**src/rtl/trap_pkg.sv**
```systemverilog
package trap_pkg;

  typedef enum logic [2:0] {
    KIND_RESET = 3'd0,
    KIND_UNDEF = 3'd1,
    KIND_SWI   = 3'd2,
    KIND_PABT  = 3'd3,
    KIND_DABT  = 3'd4,
    KIND_RSVD  = 3'd5,
    KIND_IRQ   = 3'd6,
    KIND_FIQ   = 3'd7
  } trapKind_e;

  // Mode field values (decoded by neighbouring logic)
  localparam logic [4:0] MODE_USER = 5'b10000;
  localparam logic [4:0] MODE_FIQ  = 5'b10001;
  localparam logic [4:0] MODE_IRQ  = 5'b10010;
  localparam logic [4:0] MODE_SVC  = 5'b10011;
  localparam logic [4:0] MODE_ABT  = 5'b10111;
  localparam logic [4:0] MODE_UND  = 5'b11011;
  localparam logic [4:0] MODE_SYS  = 5'b11111;

  localparam int BIT_I = 7;
  localparam int BIT_F = 6;
  localparam int BIT_T = 5;

  // Strobes from control to datapath
  typedef struct packed {
    logic latchEntry;
    logic latchRet;
    logic emitSave;
    logic emitLoad;
    logic emitRet;
  } trapStrobe_t;

  function automatic logic [4:0] targetMode(input trapKind_e kind);
    case (kind)
      KIND_RESET, KIND_SWI: return MODE_SVC;
      KIND_UNDEF:           return MODE_UND;
      KIND_PABT, KIND_DABT: return MODE_ABT;
      KIND_IRQ:             return MODE_IRQ;
      KIND_FIQ:             return MODE_FIQ;
      default:              return MODE_SVC;
    endcase
  endfunction

  // Bytes added to the boundary address to form the stored link
  function automatic int unsigned linkStep(input trapKind_e kind);
    case (kind)
      KIND_IRQ, KIND_FIQ, KIND_DABT: return 8;
      default:                       return 4;
    endcase
  endfunction

  // Bytes subtracted from the link on return
  function automatic int unsigned retAdjust(input trapKind_e kind);
    case (kind)
      KIND_IRQ, KIND_FIQ, KIND_PABT: return 4;
      KIND_DABT:                     return 8;
      default:                       return 0;
    endcase
  endfunction

endpackage

```
**src/rtl/trap_arbiter.sv**
```systemverilog
module trap_arbiter
  import trap_pkg::*;
(
  input  logic      clk,
  input  logic      rstN,
  input  logic      reqReset,
  input  logic      reqUndef,
  input  logic      reqSwi,
  input  logic      reqPabt,
  input  logic      reqDabt,
  input  logic      reqIrq,
  input  logic      reqFiq,
  input  logic      instrDone,
  input  logic      maskI,
  input  logic      maskF,
  output logic      grantValid,
  output trapKind_e grantKind
);

  localparam int KIND_N = 8;
  localparam int PRIO_N = 7;
  // Highest priority first
  localparam logic [2:0] PRIO [PRIO_N] = '{3'd0, 3'd4, 3'd7, 3'd6, 3'd3, 3'd1, 3'd2};

  logic [KIND_N-1:0] eligible;

  always_comb begin
    eligible = '0;
    eligible[KIND_RESET] = reqReset;
    eligible[KIND_UNDEF] = reqUndef && instrDone;
    eligible[KIND_SWI]   = reqSwi   && instrDone;
    eligible[KIND_PABT]  = reqPabt  && instrDone;
    eligible[KIND_DABT]  = reqDabt  && instrDone;
    eligible[KIND_IRQ]   = reqIrq   && instrDone && !maskI;
    eligible[KIND_FIQ]   = reqFiq   && instrDone && !maskF;
  end

  always_comb begin
    grantValid = 1'b0;
    grantKind  = KIND_RESET;
    for (int i = PRIO_N - 1; i >= 0; i--) begin
      if (eligible[PRIO[i]]) begin
        grantValid = 1'b1;
        grantKind  = trapKind_e'(PRIO[i]);
      end
    end
  end

  assert_reset_first_R1: assert property (@(posedge clk) disable iff (!rstN)
    reqReset |-> (grantValid && grantKind == KIND_RESET));

  assert_done_gate_R2: assert property (@(posedge clk) disable iff (!rstN)
    (grantValid && !reqReset) |-> instrDone);

  assert_irq_masked_R3: assert property (@(posedge clk) disable iff (!rstN)
    (grantValid && grantKind == KIND_IRQ) |-> !maskI);

  assert_fiq_masked_R3: assert property (@(posedge clk) disable iff (!rstN)
    (grantValid && grantKind == KIND_FIQ) |-> !maskF);

endmodule

```
**src/rtl/trap_ctrl.sv**
```systemverilog
module trap_ctrl
  import trap_pkg::*;
(
  input  logic        clk,
  input  logic        rstN,
  input  logic        grantValid,
  input  logic        retReq,
  output trapStrobe_t strobe
);

  typedef enum logic [1:0] {ST_IDLE, ST_SAVE, ST_LOAD, ST_RET} seqState_e;

  seqState_e state, stateNext;

  always_comb begin
    stateNext         = state;
    strobe            = '0;
    strobe.emitSave   = (state == ST_SAVE);
    strobe.emitLoad   = (state == ST_LOAD);
    strobe.emitRet    = (state == ST_RET);
    case (state)
      ST_IDLE: begin
        if (grantValid) begin
          strobe.latchEntry = 1'b1;
          stateNext         = ST_SAVE;
        end else if (retReq) begin
          strobe.latchRet = 1'b1;
          stateNext       = ST_RET;
        end
      end
      ST_SAVE: stateNext = ST_LOAD;
      ST_LOAD: stateNext = ST_IDLE;
      ST_RET:  stateNext = ST_IDLE;
      default: stateNext = ST_IDLE;
    endcase
  end

  always_ff @(posedge clk or negedge rstN) begin
    if (!rstN) state <= ST_IDLE;
    else       state <= stateNext;
  end

  assert_save_then_load_R6: assert property (@(posedge clk) disable iff (!rstN)
    strobe.emitSave |=> strobe.emitLoad);

  assert_flush_single_R8: assert property (@(posedge clk) disable iff (!rstN)
    (strobe.emitLoad || strobe.emitRet) |=> !(strobe.emitLoad || strobe.emitRet));

  assert_busy_no_latch_R10: assert property (@(posedge clk) disable iff (!rstN)
    (strobe.emitSave || strobe.emitLoad || strobe.emitRet) |-> !(strobe.latchEntry || strobe.latchRet));

  assert_entry_wins_R11: assert property (@(posedge clk) disable iff (!rstN)
    (grantValid && retReq && !(strobe.emitSave || strobe.emitLoad || strobe.emitRet)) |=> strobe.emitSave);

endmodule

```
**src/rtl/trap_dpath.sv**
```systemverilog
module trap_dpath
  import trap_pkg::*;
#(
  parameter int                ADDR_W      = 32,
  parameter int                STATUS_W    = 32,
  parameter logic [ADDR_W-1:0] VECTOR_BASE = '0
) (
  input  logic                clk,
  input  logic                rstN,
  input  trapStrobe_t         strobe,
  input  trapKind_e           grantKind,
  input  logic [STATUS_W-1:0] curStatus,
  input  logic [ADDR_W-1:0]   instrAddr,
  input  logic [2:0]          retKind,
  input  logic [ADDR_W-1:0]   linkIn,
  input  logic [STATUS_W-1:0] savedIn,
  output logic                savedWe,
  output logic [STATUS_W-1:0] savedOut,
  output logic                linkWe,
  output logic [ADDR_W-1:0]   linkOut,
  output logic [4:0]          bankMode,
  output logic                statusWe,
  output logic [STATUS_W-1:0] newStatus,
  output logic                pcWe,
  output logic [ADDR_W-1:0]   pcOut,
  output logic                flush
);

  localparam int VEC_PAD = ADDR_W - 5;

  trapKind_e           kindQ;
  logic [STATUS_W-1:0] statusQ;
  logic [ADDR_W-1:0]   addrQ;
  trapKind_e           retKindQ;
  logic [ADDR_W-1:0]   linkQ;
  logic [STATUS_W-1:0] savedQ;
  logic                retPrivQ;

  logic [STATUS_W-1:0] entryStatus;
  logic [ADDR_W-1:0]   vectorAddr;
  logic [ADDR_W-1:0]   returnAddr;
  logic                curPriv;

  assign curPriv = (curStatus[4:0] != MODE_USER) && (curStatus[4:0] != MODE_SYS);

  always_ff @(posedge clk or negedge rstN) begin
    if (!rstN) begin
      kindQ    <= KIND_RESET;
      statusQ  <= '0;
      addrQ    <= '0;
      retKindQ <= KIND_RESET;
      linkQ    <= '0;
      savedQ   <= '0;
      retPrivQ <= 1'b0;
    end else begin
      if (strobe.latchEntry) begin
        kindQ   <= grantKind;
        statusQ <= curStatus;
        addrQ   <= instrAddr;
      end
      if (strobe.latchRet) begin
        retKindQ <= trapKind_e'(retKind);
        linkQ    <= linkIn;
        savedQ   <= savedIn;
        retPrivQ <= curPriv;
      end
    end
  end

  always_comb begin
    entryStatus        = statusQ;
    entryStatus[BIT_T] = 1'b0;
    entryStatus[BIT_I] = 1'b1;
    if (kindQ == KIND_RESET || kindQ == KIND_FIQ) entryStatus[BIT_F] = 1'b1;
    entryStatus[4:0]   = targetMode(kindQ);
  end

  assign vectorAddr = VECTOR_BASE + {{VEC_PAD{1'b0}}, kindQ, 2'b00};
  assign returnAddr = linkQ - ADDR_W'(retAdjust(retKindQ));

  assign savedWe   = strobe.emitSave && (kindQ != KIND_RESET);
  assign linkWe    = strobe.emitSave && (kindQ != KIND_RESET);
  assign savedOut  = statusQ;
  assign linkOut   = addrQ + ADDR_W'(linkStep(kindQ));
  assign bankMode  = (strobe.emitSave || strobe.emitLoad) ? targetMode(kindQ) : 5'd0;
  assign statusWe  = strobe.emitLoad || (strobe.emitRet && retPrivQ);
  assign newStatus = strobe.emitRet ? savedQ : entryStatus;
  assign pcWe      = strobe.emitLoad || strobe.emitRet;
  assign pcOut     = strobe.emitRet ? returnAddr : vectorAddr;
  assign flush     = strobe.emitLoad || strobe.emitRet;

  assert_flags_kept_R6: assert property (@(posedge clk) disable iff (!rstN)
    strobe.emitLoad |-> (newStatus[STATUS_W-1:8] == $past(savedOut[STATUS_W-1:8])));

  assert_user_no_restore_R9: assert property (@(posedge clk) disable iff (!rstN)
    (strobe.emitRet && !retPrivQ) |-> !statusWe);

  assert_vector_in_table_R4: assert property (@(posedge clk) disable iff (!rstN)
    strobe.emitLoad |-> ((pcOut - VECTOR_BASE) < ADDR_W'(32)));

endmodule

```
**src/rtl/trap_sequencer.sv**
```systemverilog
module trap_sequencer
  import trap_pkg::*;
#(
  parameter int                ADDR_W      = 32,
  parameter int                STATUS_W    = 32,
  parameter logic [ADDR_W-1:0] VECTOR_BASE = '0
) (
  input  logic                clk,
  input  logic                rstN,
  input  logic                reqReset,
  input  logic                reqUndef,
  input  logic                reqSwi,
  input  logic                reqPabt,
  input  logic                reqDabt,
  input  logic                reqIrq,
  input  logic                reqFiq,
  input  logic                instrDone,
  input  logic [STATUS_W-1:0] curStatus,
  input  logic [ADDR_W-1:0]   instrAddr,
  input  logic                retReq,
  input  logic [2:0]          retKind,
  input  logic [ADDR_W-1:0]   linkIn,
  input  logic [STATUS_W-1:0] savedIn,
  output logic                savedWe,
  output logic [STATUS_W-1:0] savedOut,
  output logic                linkWe,
  output logic [ADDR_W-1:0]   linkOut,
  output logic [4:0]          bankMode,
  output logic                statusWe,
  output logic [STATUS_W-1:0] newStatus,
  output logic                pcWe,
  output logic [ADDR_W-1:0]   pcOut,
  output logic                flush
);

  logic        grantValid;
  trapKind_e   grantKind;
  trapStrobe_t strobe;

  trap_arbiter u_arbiter (
    .clk        (clk),
    .rstN       (rstN),
    .reqReset   (reqReset),
    .reqUndef   (reqUndef),
    .reqSwi     (reqSwi),
    .reqPabt    (reqPabt),
    .reqDabt    (reqDabt),
    .reqIrq     (reqIrq),
    .reqFiq     (reqFiq),
    .instrDone  (instrDone),
    .maskI      (curStatus[BIT_I]),
    .maskF      (curStatus[BIT_F]),
    .grantValid (grantValid),
    .grantKind  (grantKind)
  );

  trap_ctrl u_ctrl (
    .clk        (clk),
    .rstN       (rstN),
    .grantValid (grantValid),
    .retReq     (retReq),
    .strobe     (strobe)
  );

  trap_dpath #(
    .ADDR_W      (ADDR_W),
    .STATUS_W    (STATUS_W),
    .VECTOR_BASE (VECTOR_BASE)
  ) u_dpath (
    .clk        (clk),
    .rstN       (rstN),
    .strobe     (strobe),
    .grantKind  (grantKind),
    .curStatus  (curStatus),
    .instrAddr  (instrAddr),
    .retKind    (retKind),
    .linkIn     (linkIn),
    .savedIn    (savedIn),
    .savedWe    (savedWe),
    .savedOut   (savedOut),
    .linkWe     (linkWe),
    .linkOut    (linkOut),
    .bankMode   (bankMode),
    .statusWe   (statusWe),
    .newStatus  (newStatus),
    .pcWe       (pcWe),
    .pcOut      (pcOut),
    .flush      (flush)
  );

endmodule

```
**config.mk**
```make
export PLATFORM = sky130hd
export DESIGN_NAME = trap_sequencer
export DESIGN_NICKNAME = d
export VERILOG_FILES = /design/src/rtl/trap_pkg.sv /design/src/rtl/trap_arbiter.sv /design/src/rtl/trap_ctrl.sv /design/src/rtl/trap_dpath.sv /design/src/rtl/trap_sequencer.sv
export SDC_FILE = /design/constraint.sdc
export NUM_CORES = 1
export LEC_CHECK = 0
export CORE_MARGIN = 3
export CORE_UTILIZATION = 40
export DETAILED_ROUTE_END_ITERATION = 10
export GPL_ROUTABILITY_DRIVEN = 0
export MAX_ROUTING_LAYER = met4
export PLACE_DENSITY = 0.77
export SKIP_CTS_REPAIR_TIMING = 1
export SKIP_LAST_GASP = 1
export SLEW_MARGIN = 20
export SYNTH_ARGS = -nofsm -noshare
export SYNTH_HDL_FRONTEND = slang
export SYNTH_SLANG_ARGS = --single-unit
```
**constraint.sdc**
```tcl
create_clock -name clk -period 3.35 [get_ports clk]
set_input_delay 1.005 -clock clk [delete_from_list [all_inputs] [get_ports clk]]
set_output_delay 1.005 -clock clk [all_outputs]
set_load 0.01 [all_outputs]
```
==> metrics.yaml, run 1 <==
vias: 6258
postSynthCellCount: 618
grt_pass1_vias: 6376
power_mw: 10.9
ios: 280
holdCritPathClass: "reg2reg"
violations: "setup timing"
arrival_ns: 2.75
cts_buffer_depth: 2
synth_nets: 771
ant_nets: 0
hold_viol: 0
drt_iter0_markers: 226
p_per_area_nw_per_um2: 930
critPathKind: "reg2out"
die_x_um: 141
dieHeight_um: 141
ys_warn_count: 0
period_minus_slack_ns: 3.76
min_period_over_period_pct: 112
htreeDepth: 4
drc: 0
finalSetupViolations: 34
area_growth_pct: 61.6
fmax_mhz: 266
max_cap_violations: 0
clk_pin_slew_ns: 0.06
cts_tree: "built"
grt_use_total_pct: 22.4
hpwl_um: 15900
fin_ws_ns: -0.407
drtPass1Iterations: 4
synth_area_um2: 7250
worstPathRequired_ns: 2.34
num_rows: 48
vdd_ir_drop_max_mv: 0.502
stdcell_area_um2: 11700
drv_slew: 0
worstPathMaxFanout: 5
synth.avg_cell_area_um2: 11.7
seq_area_frac_synth_pct: 47.3
slew-limit-headroom_pct: 47.2
cp-start-kind: "flip-flop"
wire_per_inst_um: 19.0
insertion_delay_ns: 0.42
drive_gt1_share_pct: 37.8
n_antenna_cell: 0
cts_made_buffers: 17
outcome: "complete, but fails checks"
antenna_found_initial: 0
synth-edff-count: 0
dpl-instance-area_um2: 10700
tightest_slew_ns: 0.792
overflow: 0
clock_sinks: 137
portBuffers: 279
fin_nets: 1112
yosysUniqueCellTypes: 50
finalClockSkew_ns: 0.00903
grt_max_degree: 138
initial_core_util_pct: 41.3
rsz0062_at_grt: "true"
synth-seq-cells: 137
cp-end-kind: "output pin"
synthFlopType: "dfrtp_1"
synthArstFlopShare_pct: 100
leakagePower_nw: 5.05
die_area_um2: 19800
wl_um: 22800
grt_pass1_wl_um: 34000
vias_per_cell: 5.23
fp.coreArea_um2: 17500
root_buffer: "clkbuf_16"
[stage by stage]
step	hold slack, ns	std cells	setup slack (ns)	TNS [ns]	utilization, %
2_1_floorplan	0.452	618	0.0386	0	-
3_3_place_gp	0.464	1155	-0.357	-5.19	61.3
3_5_place_dp	0.473	1155	-0.373	-6.99	61.3
4_1_cts	0.487	1187	-0.850	-31.85	64.7
5_1_grt	0.500	1197	-0.455	-9.70	66.8
6_report	0.484	1197	-0.407	-4.86	66.8
[worst max-delay path: stages (launching register included)]
cell,delay [ns]
dfrtp_1,0.39
or4_4,0.55
or4b_4,0.60
or4_4,0.50
a21oi_2,0.15
buf_2,0.15
[cells in the mapped netlist (2+ instances only)]
cell type	n	area [um^2]
dfrtp_1	137	3430
mux2_2	139	1570
a21o_1	2	15.0
ha_1	9	113
fa_1	2	40.0
o31ai_1	10	75.1
nor3_1	11	55.1
xor2_1	17	149
inv_1	11	41.3
or3_1	13	81.3
buf_4	10	75.1
buf_2	9	45.0
nand3_1	16	80.1
nand2_1	28	105
nand3b_1	2	15.0
a21oi_1	17	85.1
nor2_1	24	90.1
o21ai_0	12	60.1
nand2b_1	11	68.8
nor2b_1	4	25.0
and3_1	4	25.0
mux2i_1	6	60.1
mux2_1	20	225
xnor2_1	20	175
nand4_1	11	68.8
and4_1	5	43.8
nor4_1	12	75.1
o21a_1	2	15.0
clkbuf_1	17	63.8
or2_2	2	12.5
and2_1	8	50.1
or4_1	9	67.6
[cell usage in the layout, fill, tap and decap left out, types with 11 or more instances in the layout]
cell             instances
nand3_1                 11
clkbuf_16               17
clkdlybuf4s50_1        221
buf_4                   61
dfrtp_1                137
xnor2_1                 14
a21oi_1                 13
dlymetal6s2s_1          11
mux2_2                 139
o21ai_0                 12
nand2_1                 22
buf_6                   14
buf_2                   32
mux2_1                  20
nand4_1                 11
xor2_1                  16
nor2_1                  22
clkbuf_2                14
[report_power, final]
| part | internal (mW) | leakage, nW | total, mW | switching, mW |
|---|---|---|---|---|
| clock network | 1.13 | 0.290 | 1.91 | 0.771 |
| registers | 2.50 | 1.63 | 3.21 | 0.717 |
| logic | 3.31 | 3.13 | 5.78 | 2.47 |
[registers in the layout, summed over array words and instances (netlist names)]
| register | count |
|---|---|
| u_ctrl.state | 2 |
| u_dpath.retKindQ | 3 |
| u_dpath.kindQ | 3 |
| u_dpath.savedQ | 32 |
| u_dpath.addrQ | 32 |
| u_dpath.savedOut | 32 |
| u_dpath.retPrivQ | 1 |
| u_dpath.linkQ | 32 |
[cell type report]
| type | count | area (um^2) |
|---|---|---|
| clock buffer | 18 | 439 |
| clock inverter | 14 | 161 |
| fill | 1319 | 5820 |
| inverter | 12 | 45.0 |
| multi-input combinational | 433 | 4070 |
| sequential | 137 | 3430 |
| tap | 225 | 282 |
| timing repair buffer | 358 | 3300 |
[per-layer routing]
layer  wire, um  up-vias  share of wire [%]  global-route usage, %
li1           -     2920                  -                      -
met1       9070     3054                 40                   26.7
met2      11200      238                 49                   35.6
met3       1960       46                8.6                   7.90
met4        603        0                2.6                   7.85
met5          0        -                  0                      -
[final timing paths]
kind                                         start                  end  slack, ns  depth (start not counted)
worst max-delay path             u_dpath.linkQ[27]            pcOut[29]      -0.41                          5
worst min-delay path            u_dpath.savedQ[15]   u_dpath.savedQ[15]       0.48                          1
worst max register to register     u_ctrl.state[0]     u_dpath.linkQ[5]       1.39                          6
worst min register to register  u_dpath.savedQ[15]   u_dpath.savedQ[15]       0.48                          1
max in group asynchronous                     rstN  u_dpath.retKindQ[2]       2.08                          2
min in group asynchronous                     rstN  u_dpath.savedOut[5]       0.66                          2
[cells by family after synthesis]
kind of cell	synth area share, %
xor+xnor	4.47
buf+inv	3.21
simple gates	13.0
fa+ha+maj	2.11
mux	25.5
compound gates	4.37
flops	47.3
No activity file was read; power rests on OpenSTA's default activity.
==> run 2: changes to the inputs <==
- RECOVER_POWER: default -> 100
==> run 2 against run 1 <==
  * The flow finishes with violations (capacitance limit, slew limit, setup timing)
  * Sequential power barely moved
  * Die area stayed put
  * Non-clock buffer count unchanged
  * Register-to-register slack worse by 0.20 ns
  * Core utilization shrank 0.94 points
  * Design area decreased by 1.4%
==> metrics.yaml, run 2 (same netlist as run 1, synthesis figures left out) <==
slowest_delay_ns: 0.60
n_antenna_cell: 0
antenna_found_initial: 0
worstPathMaxFanout: 5
holdCritPathClass: "reg2reg"
fp.coreArea_um2: 17500
clk_pin_slew_ns: 0.06
critPathKind: "reg2out"
power.share.clock_pct: 17.9
dieHeight_um: 141
fin_nets: 1112
grt_max_degree: 138
arrival_ns: 2.75
vdd_ir_drop_max_mv: 0.494
ant_nets: 0
cpMostUsedCell: "or4_4"
fmax_mhz: 266
cts_buffer_depth: 2
cp_cell_sequence: "or4_4, or4b_4, or4_4, a21oi_2, buf_2"
wl_um: 22800
p_int_mw: 6.71
p_switching_mw: 3.93
violations: "capacitance limit, slew limit, setup timing"
drc: 0
initial_core_util_pct: 41.3
pwr-share-comb_pct: 52.0
cp-end-kind: "output pin"
clock_sinks: 137
hpwl_um: 15900
place_ws_ns: -0.373
swShare_pct: 36.9
drt_iter0_markers: 243
finalSetupViolations: 114
vias_per_cell: 5.25
r2r_setup_slack_ns: 1.19
grt_pass1_wl_um: 34000
htreeDepth: 4
drive_gt1_share_pct: 36.7
insertion_delay_ns: 0.42
overflow: 0
die_area_um2: 19800
tightest_slew_ns: 1.95
fin_ws_ns: -0.402
wl_met3_um: 1990
period_minus_slack_ns: 3.75
finalClockSkew_ns: 0.00931
top_layer: "met4"
p_per_area_nw_per_um2: 922
max_cap_violations: 1
ios: 280
grt_pass1_vias: 6376
final_common_cell: "clkdlybuf4s50_1"
outcome: "complete, but fails checks"
die_x_um: 141
rsz0062_at_grt: "true"
grt_use_total_pct: 22.4
drv_slew: 138
min_period_over_period_pct: 112
wire_per_inst_um: 19.1
leakagePower_nw: 4.93
drt-met1-wl_um: 9010
slew-limit-headroom_pct: -29.8
worstPathRequired_ns: 2.34
wl_met2_um: 11200
hold_viol: 0
cts_made_buffers: 17
root_buffer: "clkbuf_16"
drtPass1Iterations: 4
area_growth_pct: 59.4
vias: 6289
p_seq_share_pct: 30.1
cts_tree: "built"
num_rows: 48
final_cell_mix: "clkdlybuf4s50_1, mux2_2, dfrtp_1, buf_4, dlygate4sd3_1"
crit_slowest_cell: "or4b_4"
fin_util_pct: 65.9
portBuffers: 279
cp-start-kind: "flip-flop"
[run 2: path summary, 6_finish.rpt]
kind,start,depth (start not counted),to
hold / removal,u_dpath.savedQ[13],1,u_dpath.savedQ[13]
setup reg to reg,u_ctrl.state[0],6,u_dpath.linkQ[5]
min in group asynchronous,rstN,2,u_dpath.savedOut[5]
max in group asynchronous,rstN,2,u_dpath.retKindQ[2]
setup / recovery,u_dpath.linkQ[27],5,pcOut[29]
hold reg to reg,u_dpath.savedQ[13],1,u_dpath.savedQ[13]
[run 2: area by class of cell]
class / count / area [um^2]
fillers: 1354 / 5990
clock buffers: 18 / 439
repair buffers: 358 / 3170
multi-input cells: 433 / 4030
flip-flops and latches: 137 / 3430
inverters: 12 / 45.0
well taps: 225 / 282
clock inverters: 14 / 161
[run 2: metrics by stage]
stage               hold WS (ns)  total power [mW]  setup TNS (ns)  instances  instance area, um^2
finish                     0.484              10.6          -14.71       1197                11600
global route               0.500              11.3          -29.84       1197                11600
CTS                        0.487              10.8          -31.85       1187                11300
detailed placement         0.473              8.77           -6.99       1155                10700
global placement           0.464              8.65           -5.19       1155                10700
floorplan                  0.452              5.79               0        618                 7250
[run 2: layer usage]
layer | up-vias | global-route usage, %
met4 | 0 | 7.85
met1 | 3076 | 26.7
li1 | 2923 | -
met2 | 246 | 35.6
met3 | 44 | 7.90
met5 | - | -
[run 2: worst max-delay path: cells and delay by family (launching register included)]
family	cells	cell delay (ns)
AOI/OAI and AO/OA	1	0.15
and+or+nand+nor	3	1.64
buffers and inverters	1	0.15
DFF	1	0.39
[run 2: power groups by stage]
stage	Sequential (mW)	Clock (mW)	Combinational, mW
after floorplan	3.15	0	2.64
after global placement	3.12	0	5.53
after detailed placement	3.16	0	5.60
after CTS	3.14	1.95	5.66
after global routing	3.32	2.03	5.97
final	3.20	1.91	5.54
==> run 3: changes to the inputs <==
- CTS_CLUSTER_DIAMETER: default -> 30
==> results of run 3 <==
Same layout as run 2: the final DEF is identical, and so are final timing and power.
